==> config.mk <==
export PLATFORM = sky130hd
export DESIGN_NAME = kbd_scan_decoder
export DESIGN_NICKNAME = d
export VERILOG_FILES = /design/src/rtl/kbd_evt_pkg.sv /design/src/rtl/kbd_prefix_tracker.sv /design/src/rtl/kbd_event_reg.sv /design/src/rtl/kbd_scan_decoder.sv
export SDC_FILE = /design/constraint.sdc
export NUM_CORES = 1
export LEC_CHECK = 0
export BUFFER_PORTS_ARGS = -buffer_cell sky130_fd_sc_hd__buf_4
export CAP_MARGIN = 30
export CORE_MARGIN = 2
export CORE_UTILIZATION = 41
export CTS_CLUSTER_DIAMETER = 80
export CTS_CLUSTER_SIZE = 16
export DETAILED_ROUTE_END_ITERATION = 8
export GPL_TIMING_DRIVEN = 0
export HOLD_SLACK_MARGIN = 0.02
export PLACE_DENSITY = 0.71
export SETUP_SLACK_MARGIN = 0.1
export SYNTH_ARGS = -nofsm -noshare
export SYNTH_HDL_FRONTEND = slang
export SYNTH_SLANG_ARGS = --single-unit
==> constraint.sdc <==
create_clock -name clk -period 0.95 [get_ports clk]
set_input_delay 0.095 -clock clk [delete_from_list [all_inputs] [get_ports clk]]
set_output_delay 0.095 -clock clk [all_outputs]
set_load 0.05 [all_outputs]
==> src/rtl/kbd_evt_pkg.sv <==
package kbd_evt_pkg;

    parameter int unsigned CODE_W = 8;

    localparam logic [CODE_W-1:0] PFX_EXTENDED = 8'hE0;
    localparam logic [CODE_W-1:0] PFX_RELEASE  = 8'hF0;

    typedef enum logic [1:0] {
        BYTE_PLAIN = 2'd0,
        BYTE_EXT   = 2'd1,
        BYTE_REL   = 2'd2
    } byte_kind_e;

    typedef struct packed {
        logic ext;
        logic rel;
    } pfx_state_t;

    typedef struct packed {
        logic [CODE_W-1:0] code;
        logic              ext;
        logic              rel;
    } key_evt_t;

    function automatic byte_kind_e classify(input logic [CODE_W-1:0] b);
        if (b == PFX_EXTENDED)     return BYTE_EXT;
        else if (b == PFX_RELEASE) return BYTE_REL;
        else                       return BYTE_PLAIN;
    endfunction

    // E0 always restarts as extended-only; a repeated F0 restarts as release-only.
    function automatic pfx_state_t next_prefix(input pfx_state_t cur, input byte_kind_e k);
        pfx_state_t n;
        case (k)
            BYTE_EXT: n = '{ext: 1'b1, rel: 1'b0};
            BYTE_REL: n = cur.rel ? '{ext: 1'b0, rel: 1'b1} : '{ext: cur.ext, rel: 1'b1};
            default:  n = '{ext: 1'b0, rel: 1'b0};
        endcase
        return n;
    endfunction

endpackage

==> src/rtl/kbd_prefix_tracker.sv <==
module kbd_prefix_tracker
    import kbd_evt_pkg::*;
(
    input  logic              clk,
    input  logic              rst,
    input  logic              in_valid,
    input  logic [CODE_W-1:0] in_byte,
    output logic              emit,
    output key_evt_t          evt
);

    pfx_state_t pfx_q;
    byte_kind_e kind;

    always_comb begin
        kind     = classify(in_byte);
        emit     = in_valid && (kind == BYTE_PLAIN);
        evt.code = in_byte;
        evt.ext  = pfx_q.ext;
        evt.rel  = pfx_q.rel;
    end

    always_ff @(posedge clk) begin
        if (rst)
            pfx_q <= '0;
        else if (in_valid)
            pfx_q <= next_prefix(pfx_q, kind);
    end

    // prefix state is empty right after an event
    a_r7_clear_after_event: assert property (@(posedge clk) disable iff (rst)
        emit |=> (!pfx_q.ext && !pfx_q.rel));

    // a release byte always leaves the release flag set
    a_r8_release_pending: assert property (@(posedge clk) disable iff (rst)
        (in_valid && in_byte == PFX_RELEASE) |=> pfx_q.rel);

    // an extended byte leaves extended set and release clear
    a_r8_ext_restart: assert property (@(posedge clk) disable iff (rst)
        (in_valid && in_byte == PFX_EXTENDED) |=> (pfx_q.ext && !pfx_q.rel));

    // no valid byte, no change of prefix state
    a_r11_hold_prefix: assert property (@(posedge clk) disable iff (rst)
        !in_valid |=> $stable(pfx_q));

endmodule

==> src/rtl/kbd_event_reg.sv <==
module kbd_event_reg
    import kbd_evt_pkg::*;
(
    input  logic     clk,
    input  logic     rst,
    input  logic     emit,
    input  key_evt_t evt_in,
    output key_evt_t evt_q,
    output logic     strobe_q
);

    always_ff @(posedge clk) begin
        if (rst) begin
            evt_q    <= '0;
            strobe_q <= 1'b0;
        end else begin
            strobe_q <= emit;
            if (emit)
                evt_q <= evt_in;
        end
    end

endmodule

==> src/rtl/kbd_scan_decoder.sv <==
module kbd_scan_decoder
    import kbd_evt_pkg::*;
(
    input  logic              clk,
    input  logic              rst,
    input  logic [CODE_W-1:0] byte_in,
    input  logic              byte_valid,
    output logic [CODE_W-1:0] key_code,
    output logic              key_ext,
    output logic              key_release,
    output logic              key_strobe
);

    logic     emit;
    key_evt_t evt_next;
    key_evt_t evt_q;

    kbd_prefix_tracker u_track (
        .clk      (clk),
        .rst      (rst),
        .in_valid (byte_valid),
        .in_byte  (byte_in),
        .emit     (emit),
        .evt      (evt_next)
    );

    kbd_event_reg u_oreg (
        .clk      (clk),
        .rst      (rst),
        .emit     (emit),
        .evt_in   (evt_next),
        .evt_q    (evt_q),
        .strobe_q (key_strobe)
    );

    assign key_code    = evt_q.code;
    assign key_ext     = evt_q.ext;
    assign key_release = evt_q.rel;

    // strobe only in the cycle after a valid byte
    a_r9_strobe_timing: assert property (@(posedge clk) disable iff (rst)
        key_strobe |-> $past(byte_valid));

    // the event code is the byte received one cycle earlier
    a_r1_code_passthrough: assert property (@(posedge clk) disable iff (rst)
        key_strobe |-> (key_code == $past(byte_in)));

    // prefix bytes do not produce events
    a_r6_prefix_silent: assert property (@(posedge clk) disable iff (rst)
        (byte_valid && (byte_in == PFX_EXTENDED || byte_in == PFX_RELEASE)) |=> !key_strobe);

    // every valid code byte produces an event
    a_r5_code_emits: assert property (@(posedge clk) disable iff (rst)
        (byte_valid && byte_in != PFX_EXTENDED && byte_in != PFX_RELEASE) |=> key_strobe);

    // event fields hold while no strobe
    a_r9_hold_fields: assert property (@(posedge clk) disable iff (rst)
        !$past(byte_valid) |-> $stable({key_code, key_ext, key_release}));

endmodule

==> impl_metrics.json <==
{
  "cap_violations": 0,
  "grt_pass1_wl_um": 2070,
  "crit_type": "input port to flop",
  "dp_hpwl_um": 867,
  "cts_inserted_buffers": 3,
  "p_clk_frac": 0.272,
  "hold_path_class": "input port to flop",
  "track_usage": 0.150,
  "die_h_um": 41.7,
  "clkSinkCount": 13,
  "reg2reg_depth": 3,
  "drive_gt1_frac": 0.517,
  "cts_buffer_depth": 2,
  "crit_end": "u_oreg.evt_q[8]",
  "vias_per_cell": 5.11,
  "start_util": 0.443,
  "hold_start": "byte_in[1]",
  "ant_nets": 0,
  "fin_crit_sh": 0.983,
  "drc": 0,
  "highest_layer": "met4",
  "firstDrtPassIters": 4,
  "fin_worst_skew_ps": 0.191,
  "synth_compound_area_frac": 0.167,
  "ys_types": 19,
  "final-setup-viol-count": 0,
  "grt_start_max_net_pins": 11,
  "finish.net_count": 101,
  "die-area_um2": 1740,
  "root_buffer": "clkbuf_4",
  "p_comb_frac": 0.248,
  "p_seq_frac": 0.480,
  "antenna_cells": 0,
  "wl_met2_um": 564,
  "cp-start-kind": "input port",
  "cp-end-kind": "flop",
  "ir_drop_v": 0.000814,
  "hold_violations": 0,
  "gp_congestion": 0.671,
  "p_switching_mw": 0.365,
  "drt_iter0_markers": 8,
  "leakage_nw": 0.388,
  "rows": 13,
  "cts_tree": "done",
  "maxSlewHeadroom": 0.732,
  "post_drt_wl_per_cell_um": 11.6,
  "synth_xor_area_frac": 0,
  "clk_latency_ps": 270,
  "worstReg2RegEnd": "u_track.evt[1]",
  "rrSetupSlack_ps": 150,
  "hold_ws_ps": 81.5,
  "r2r-start": "u_track.evt[1]",
  "crit_start": "byte_in[3]",
  "vias": 531,
  "wl_met1_um": 567,
  "yosysSeqAreaShare": 0.446,
  "synth_top_family_by_area": "simple AND/OR/NAND/NOR gates",
  "worstPathMaxFanout": 3,
  "synthSimpleGateAreaFrac": 0.275,
  "rsz0062_at_grt": "yes",
  "htree_levels": 1,
  "tightest_slew_ps": 403,
  "clk_pin_slew_ps": 80,
  "io_buffers": 20,
  "required_ps": 1090,
  "arrival_ps": 1070,
  "first_global_vias": 509,
  "finalPower_mw": 1.23,
  "cts_hold_buf": 0,
  "p_int_mw": 0.865,
  "swShare": 0.297,
  "design.core.area_um2": 1320,
  "p_per_area_nw_per_um2": 1300,
  "status": "complete, no violations",
  "synthMuxAreaShare": 0.0515,
  "antenna_found_initial": 0,
  "wl_met3_um": 63,
  "synth_cells": 62,
  "avgSynthCellArea_um2": 9.40,
  "ios": 22,
  "fin_crit_ps": 934,
  "synthAdderAreaFrac": 0,
  "grt_overflow": 0,
  "synth-seq-cells": 13,
  "wirelength_um": 1210,
  "maxSlewViolCount": 0,
  "synthesis.area_um2": 583,
  "ys.warnings.count": 0,
  "max_freq_mhz": 1070,
  "syn2layout_area_growth_pct": 62.2,
  "die_x_um": 41.7,
  "syn_nets": 73
}
## layout by cell type (no fill, tap or decap), drive strengths merged
| cell | n |
|---|---|
| nand2b | 12 |
| nor4 | 1 |
| and3 | 1 |
| inv | 6 |
| clkinv | 1 |
| a21oi | 2 |
| buf | 24 |
| mux2i | 3 |
| nand4 | 1 |
| or4 | 1 |
| a221oi | 3 |
| o31ai | 3 |
| nand3b | 4 |
| o21ai | 4 |
| o211ai | 1 |
| nor2b | 3 |
| dfxtp | 13 |
| a21boi | 1 |
| clkbuf | 5 |
## logic make-up after synthesis
family / after synthesis
AOI/OAI and AO/OA: 14
muxes: 3
DFF: 13
and+or+nand+nor: 23
buffers and inverters: 9
## worst min-delay path by stage
| stage | end | cells after the start | slack, ps |
|---|---|---|---|
| 3_5_place_dp | u_oreg.evt_q[4] | 3 | 370 |
| 2_1_floorplan | u_oreg.evt_q[2] | 2 | 230 |
| 6_report | u_oreg.evt_q[3] | 3 | 80 |
| 3_3_place_gp | u_oreg.evt_q[4] | 3 | 370 |
| 4_1_cts | u_oreg.evt_q[3] | 3 | 80 |
| 5_1_grt | u_oreg.evt_q[3] | 3 | 80 |
## worst max-delay path, stage by stage
cell and delay, ps:
buf_8 90, or4_4 570, o31ai_2 220, a221oi_2 90
## area by class of cell
type | instances | area [um^2]
fill | 113 | 372
multi-input combinational | 40 | 340
sequential | 13 | 273
timing repair buffer | 23 | 251
clock buffer | 3 | 22.5
inverter | 6 | 22.5
tap | 15 | 18.8
buffer | 3 | 12.5
clock inverter | 1 | 5.00
## through the flow
step                utilization  TNS, ps  std cells  cell area, um^2  setup slack, ps
floorplan                     -     -262         62              608            -87.5
global placement          0.590    -1370         97              777             -292
detailed placement        0.590    -1650         97              777             -300
CTS                       0.686        0        103              903             42.5
global route              0.718    -30.2        104              946            -26.2
finish                    0.718        0        104              946             15.9
## sequential cells by signal (all words and copies together) (netlist names)
signal / flops
u_oreg.evt_q: 10
u_oreg.strobe_q: 1
u_track.evt: 2
## repair_timing
item	CTS	global route
resized for setup	22	8
buffers inserted	2	1
pin swaps	1	0
endpoints found under the setup margin	14	14
hold endpoints to repair	0	0
## metal layers
metal / vias to the layer above / track usage
li1: 269 / -
met3: 2 / 0.0261
met5: - / 0
met4: 0 / 0.0581
met1: 246 / 0.195
met2: 14 / 0.247
## power groups by stage
stage / sequential (mW) / combinational [mW] / clock, mW
6_report: 0.591 / 0.305 / 0.334
3_3_place_gp: 0.594 / 0.250 / 0
4_1_cts: 0.588 / 0.283 / 0.339
5_1_grt: 0.594 / 0.322 / 0.372
3_5_place_dp: 0.595 / 0.251 / 0
2_1_floorplan: 0.679 / 0.0740 / 0
## synth_stat cells
cell type  count  area [um^2]
a21boi_2       1         11.3
a21oi_1        2         10.0
a221oi_1       3         26.3
and3_1         1         6.26
buf_2          1         5.00
clkbuf_1       2         7.51
dfxtp_1       13          260
inv_1          6         22.5
mux2i_1        3         30.0
nand2b_1      12         75.1
nand3b_1       4         30.0
nand4_1        1         6.26
nor2b_1        3         18.8
nor4_2         1         12.5
o211ai_1       1         7.51
o21ai_0        2         10.0
o21ai_1        2         10.0
o31ai_1        3         22.5
or4_4          1         11.3
Power figures use the tool's default switching activity.
